==> src/rtl/prefix_halt_stepper.sv <==
module prefix_halt_stepper #(
  parameter int WORD_W = 16,
  parameter int OP_W = 8,
  parameter logic [WORD_W-1:0] CS_AT_RESET = 16'hFFFF,
  parameter logic [WORD_W-1:0] FLAGS_AT_RESET = 16'h8000
) (
  input  logic              clk,
  input  logic              rst_n,
  output logic              fetch_req,
  input  logic              fetch_valid,
  input  logic [OP_W-1:0]   fetch_byte,
  output logic              wait_cyc,
  output logic              disp_valid,
  output logic [OP_W-1:0]   disp_opcode,
  output logic              disp_halt_op,
  output logic              disp_seg_valid,
  output logic [1:0]        disp_seg,
  output logic              disp_rep_valid,
  output logic              disp_rep_zero,
  input  logic              exec_done,
  input  logic              halt_set,
  input  logic              halt_clear,
  output logic              halted,
  output logic [WORD_W-1:0] arch_cs,
  output logic [WORD_W-1:0] arch_ds,
  output logic [WORD_W-1:0] arch_ip,
  output logic [WORD_W-1:0] arch_flags
);

  typedef enum logic [1:0] {ST_FETCH, ST_WAIT, ST_DISP, ST_HALT} step_t;

  step_t             state;
  logic [OP_W-1:0]   op_q;
  logic              seg_v, rep_v, rep_z;
  logic [1:0]        seg_q;
  logic [WORD_W-1:0] ip_q, cs_q, ds_q, flags_q;

  wire is_seg  = (op_q[7:5] == 3'b001) && (op_q[2:0] == 3'b110);
  wire is_rep  = (op_q[7:1] == 7'b1111001);
  wire is_pfx  = is_seg || is_rep;
  wire in_disp = (state == ST_DISP);

  assign fetch_req      = (state == ST_FETCH);
  assign wait_cyc       = (state == ST_WAIT) || (state == ST_HALT);
  assign halted         = (state == ST_HALT);
  assign disp_valid     = in_disp && !is_pfx;
  assign disp_opcode    = op_q;
  assign disp_halt_op   = (op_q == 8'hF4);
  assign disp_seg_valid = seg_v;
  assign disp_seg       = seg_q;
  assign disp_rep_valid = rep_v;
  assign disp_rep_zero  = rep_z;
  assign arch_cs        = cs_q;
  assign arch_ds        = ds_q;
  assign arch_ip        = ip_q;
  assign arch_flags     = flags_q;

  always_ff @(posedge clk) begin
    if (!rst_n) begin
      state   <= ST_FETCH;
      op_q    <= '0;
      seg_v   <= 1'b0;
      seg_q   <= '0;
      rep_v   <= 1'b0;
      rep_z   <= 1'b0;
      ip_q    <= '0;
      cs_q    <= CS_AT_RESET;
      ds_q    <= '0;
      flags_q <= FLAGS_AT_RESET;
    end else begin
      case (state)
        ST_FETCH: if (fetch_valid) begin
          op_q  <= fetch_byte;
          ip_q  <= ip_q + 1'b1;
          state <= ST_WAIT;
        end
        ST_WAIT: state <= ST_DISP;
        ST_DISP: begin
          if (is_pfx) begin
            if (is_seg) begin
              seg_v <= 1'b1;
              seg_q <= op_q[4:3];
            end
            if (is_rep) begin
              rep_v <= 1'b1;
              rep_z <= op_q[0];
            end
            state <= ST_FETCH;
          end else if (exec_done) begin
            seg_v <= 1'b0;
            rep_v <= 1'b0;
            state <= halt_set ? ST_HALT : ST_FETCH;
          end
        end
        ST_HALT: if (halt_clear) state <= ST_FETCH;
        default: state <= ST_FETCH;
      endcase
    end
  end

  assert_fetch_wait_excl_R2: assert property (@(posedge clk) disable iff (!rst_n)
    $onehot0({fetch_req, wait_cyc, disp_valid}));

  assert_disp_after_wait_R2: assert property (@(posedge clk) disable iff (!rst_n)
    $rose(disp_valid) |-> $past(wait_cyc));

  assert_ip_hold_R3: assert property (@(posedge clk) disable iff (!rst_n)
    !(fetch_req && fetch_valid) |=> $stable(arch_ip));

  assert_seg_latch_R4: assert property (@(posedge clk) disable iff (!rst_n)
    (in_disp && is_seg) |=> (seg_v && seg_q == $past(op_q[4:3])));

  assert_rep_latch_R5: assert property (@(posedge clk) disable iff (!rst_n)
    (in_disp && is_rep) |=> (rep_v && rep_z == $past(op_q[0])));

  assert_clear_after_insn_R6: assert property (@(posedge clk) disable iff (!rst_n)
    (disp_valid && exec_done) |=> (!seg_v && !rep_v));

  assert_rep_kept_by_seg_R7: assert property (@(posedge clk) disable iff (!rst_n)
    (in_disp && is_seg) |=> ($stable(rep_v) && $stable(rep_z)));

  assert_halted_idle_R9: assert property (@(posedge clk) disable iff (!rst_n)
    halted |-> (!fetch_req && wait_cyc && !disp_valid));

  assert_clear_ignored_R10: assert property (@(posedge clk) disable iff (!rst_n)
    (!halted && !(disp_valid && exec_done && halt_set)) |=> !halted);

endmodule

==> config.mk <==
export PLATFORM = sky130hd
export DESIGN_NAME = prefix_halt_stepper
export DESIGN_NICKNAME = d
export VERILOG_FILES = /design/src/rtl/prefix_halt_stepper.sv
export SDC_FILE = /design/constraint.sdc
export NUM_CORES = 1
export LEC_CHECK = 0
export ABC_AREA = 1
export BUFFER_PORTS_ARGS = -buffer_cell sky130_fd_sc_hd__buf_2
export CAP_MARGIN = 20
export CORE_MARGIN = 10
export CORE_UTILIZATION = 46
export CTS_BUF_LIST = sky130_fd_sc_hd__clkbuf_8
export DETAILED_ROUTE_END_ITERATION = 16
export PLACE_DENSITY = 0.82
export SYNTH_ARGS = -nofsm -noshare
export SYNTH_HDL_FRONTEND = slang
export SYNTH_SLANG_ARGS = --single-unit
export TNS_END_PERCENT = 50
==> constraint.sdc <==
create_clock -name clk -period 1.6 [get_ports clk]
set_input_delay 0.48 -clock clk [delete_from_list [all_inputs] [get_ports clk]]
set_output_delay 0.48 -clock clk [all_outputs]
set_load 0.01 [all_outputs]
==> impl_metrics.yaml <==
global_route:
  grt_usage: 0.137
  largest_net_degree_at_the_start_of_global_routing: 20
  number_of_global_route_vias_before_repair: 1528
  global_route.overflow_total: 0
  antenna_found_initial: 0
  grt_pass1_wl_um: 7140
drt:
  met2WireLength_um: 2280
  final_antenna_net_count: 0
  highest_layer: "met4"
  drt-initial-drc-count: 76
  number_of_drc_violations_after_detailed_routing: 0
  routed_wire_length_per_instance_um: 13.2
  met3WireLength_um: 619
  via_per_inst: 4.52
  vias: 1596
  drt_pre_antenna_iters: 4
  wirelength_met1_um: 1700
  detail_route.wirelength_um: 4650
power:
  power.share.sequential: 0.392
  leakage_component_of_the_power_nw: 1.07
  finalPower_mw: 2.35
  vdd_drop_max_mv: 0.694
  power.share.combinational: 0.267
  total_switching_power_uw: 748
  p_int_mw: 1.60
  power_density_nw_per_um2: 1100
  power_switching_share: 0.319
  power.clock.fraction: 0.341
timing:
  fin_crit_ps: 1720
  fin_crit_sh: 1.07
  final_worst_path_setup_slack_ps: -119
  max_clock_freq_mhz: 582
  final-setup-viol-count: 2
  fin_worst_hold_slack_ps: 438
  worst_clock_skew_ps: 9.30
  setup_repair_after_global_routing_missed_its_margin: "yes"
  fin_tns_setup_ps: -164
  final-hold-violation-count: 0
  timing.final.max_slew_violations: 0
placement:
  numPlacedInstances: 338
  dp_hpwl_um: 3560
  placed_area_um2: 1880
  place_congestion: 0.826
  dp_slack_ps: 96.9
  portBuffers: 47
run_status:
  violated_checks: "negative setup slack"
  status: "complete, but fails checks"
hold_path:
  worstHoldPathCells: 3
  min_to: "disp_opcode[7]"
  hold_path_class: "in -> reg"
  worstHoldStart: "fetch_byte[7]"
synth:
  synthesis.area_um2: 1760
  avg_synthesized_cell_area_um2: 7.18
  synth_sequential_area_ratio: 0.353
  ys_ff_latch: 31
  synth_largest_area_cell: "dfxtp_1"
  post_synth_inst_count: 245
  post_synth_main_area_contributors: "dfxtp_1 (35%), buf_4 (20%), nor2_1 (6.6%)"
  ys.warnings.count: 0
  yosysTopAreaCellShare: 0.353
  count_of_different_cell_masters_after_synthesis: 24
cts:
  cts.sinks: 31
  ctsLongestPathBuffers: 2
  tritoncts: "built"
  clock_latency_ps: 290
  cts-htree-levels: 2
  cts-buffers-inserted: 5
  cts.hold.buffers_added: 0
  clock-root-buffer: "clkbuf_8"
  clk_pin_slew_ps: 70
critical_path:
  worst-r2r-cell-count: 10
  r2r_setup_slack_ps: 170
  crit-reg2reg-capture: "arch_ip[15]"
  critical_path_class: "reg -> out"
  arrival_ps: 1240
  crit_required_ps: 1120
  end_kind: "output port"
  r2r-start: "state[0]"
  worst_setup_path_start_kind: "flip-flop"
  critical_path.max_fanout: 4
floorplanning:
  initial_core_util: 0.477
  die_width_um: 81.8
  fp.dieH_um: 81.8
  floorplan.rows: 22
  die-area_um2: 6700
  floorplan.io_pins: 96
  fp.coreArea_um2: 3690
cells_and_area:
  antenna_cells: 0
  final_core_utilization: 0.578
  stdcell_area_um2: 2130
  drive_gt1_frac: 0.328
  syn_to_final_growth_pct: 21.2
  multiInputGateArea_um2: 887
  layout.cells.non_filler: 353
  fillerInstances: 378
  layout.area.seq_um2: 636
  finish.net_count: 319
run:
  drv.max_cap_violation_count: 0
==> critical path: stages (launching register included) <==
cell and delay (ps):
dfxtp_2 330, inv_2 60, nor2_2 170, nand3_2 110, nand3_2 120, inv_2 50, buf_6 110
==> metal layers <==
| layer | vias to the layer above | global-route usage |
|---|---|---|
| met4 | 0 | 0.0493 |
| met2 | 79 | 0.235 |
| met5 | - | 0 |
| met1 | 717 | 0.146 |
| met3 | 6 | 0.0600 |
| li1 | 794 | - |
==> synth_stat cells <==
cell type	count
a211oi_1	1
a21oi_1	21
a31oi_1	1
buf_2	2
buf_4	48
clkbuf_1	2
conb_1	2
dfxtp_1	31
ha_1	1
inv_1	27
inv_2	1
nand2_1	28
nand2_2	1
nand2_4	2
nand3_1	8
nand4_1	3
nor2_1	31
nor2_2	2
nor2_4	3
nor3_1	5
o21a_1	2
o21ai_0	20
or2_2	2
xor2_1	1
==> sequential cells by signal (all words and copies together) (netlist names) <==
signal,cells
arch_ip,16
disp_opcode,8
disp_seg,2
state,2
disp_rep_valid,1
disp_rep_zero,1
disp_seg_valid,1
==> logic make-up (layout without fill, tap and decap cells) <==
group,Yosys count,count (layout),synth area share
compound gates,45,45,0.133
xor+xnor,1,1,0.00498
fa+ha+maj,1,1,0.00711
buf+inv,80,94,0.275
flops,31,31,0.353
other cells,2,48,0.00427
simple gates,85,85,0.223
==> what timing repair did <==
action,in CTS,in global routing
endpoints found under the setup margin,2,7
buffers inserted,5,2
pin swaps,5,6
resized for setup,18,14
==> final cells by class <==
| class | count | area share |
|---|---|---|
| multi-input combinational | 180 | 0.416 |
| sequential | 31 | 0.298 |
| timing repair buffer | 58 | 0.152 |
| inverter | 28 | 0.0505 |
| clock buffer | 6 | 0.0387 |
| tap | 48 | 0.0282 |
| clock inverter | 2 | 0.0164 |
==> placed cells by master, fill, tap and decap left out <==
cell type | synthesis | layout
a211oi_1 | 1 | 1
a21oi_1 | 21 | 21
a31oi_1 | 1 | 1
buf_2 | 2 | 46
buf_4 | 48 | 11
buf_6 | 0 | 1
bufinv_16 | 0 | 1
clkbuf_8 | 0 | 6
clkinv_2 | 0 | 1
conb_1 | 2 | 48
dfxtp_1 | 31 | 23
dfxtp_2 | 0 | 6
dfxtp_4 | 0 | 2
ha_1 | 1 | 1
inv_1 | 27 | 23
inv_2 | 1 | 4
inv_4 | 0 | 1
nand2_1 | 28 | 26
nand2_2 | 1 | 3
nand2_4 | 2 | 1
nand2_8 | 0 | 1
nand3_1 | 8 | 6
nand3_2 | 0 | 2
nand4_1 | 3 | 3
nor2_1 | 31 | 25
nor2_2 | 2 | 5
nor2_4 | 3 | 6
nor3_1 | 5 | 4
nor3_2 | 0 | 1
o21a_1 | 2 | 2
o21ai_0 | 20 | 19
o21ai_1 | 0 | 1
or2_2 | 2 | 2
xor2_1 | 1 | 1
==> worst max path at each step <==
stage	start	endpoint	slack (ps)	cells after the start
3_5_place_dp	fetch_valid	arch_ip[15]	100	10
6_report	disp_opcode[5]	disp_valid	-120	6
2_1_floorplan	disp_opcode[2]	disp_halt_op	230	4
4_1_cts	disp_opcode[5]	disp_valid	-80	6
5_1_grt	disp_opcode[5]	disp_valid	-180	6
3_3_place_gp	fetch_valid	arch_ip[15]	120	10
==> power by group through the flow <==
| stage | registers (mW) | logic (mW) | clock network, mW |
|---|---|---|---|
| 6_report | 0.921 | 0.626 | 0.799 |
| 3_3_place_gp | 0.915 | 0.505 | 0 |
| 5_1_grt | 0.930 | 0.702 | 0.850 |
| 2_1_floorplan | 0.940 | 0.399 | 0 |
| 4_1_cts | 0.909 | 0.578 | 0.821 |
| 3_5_place_dp | 0.918 | 0.514 | 0 |
No activity file was read; power rests on OpenSTA's default activity.
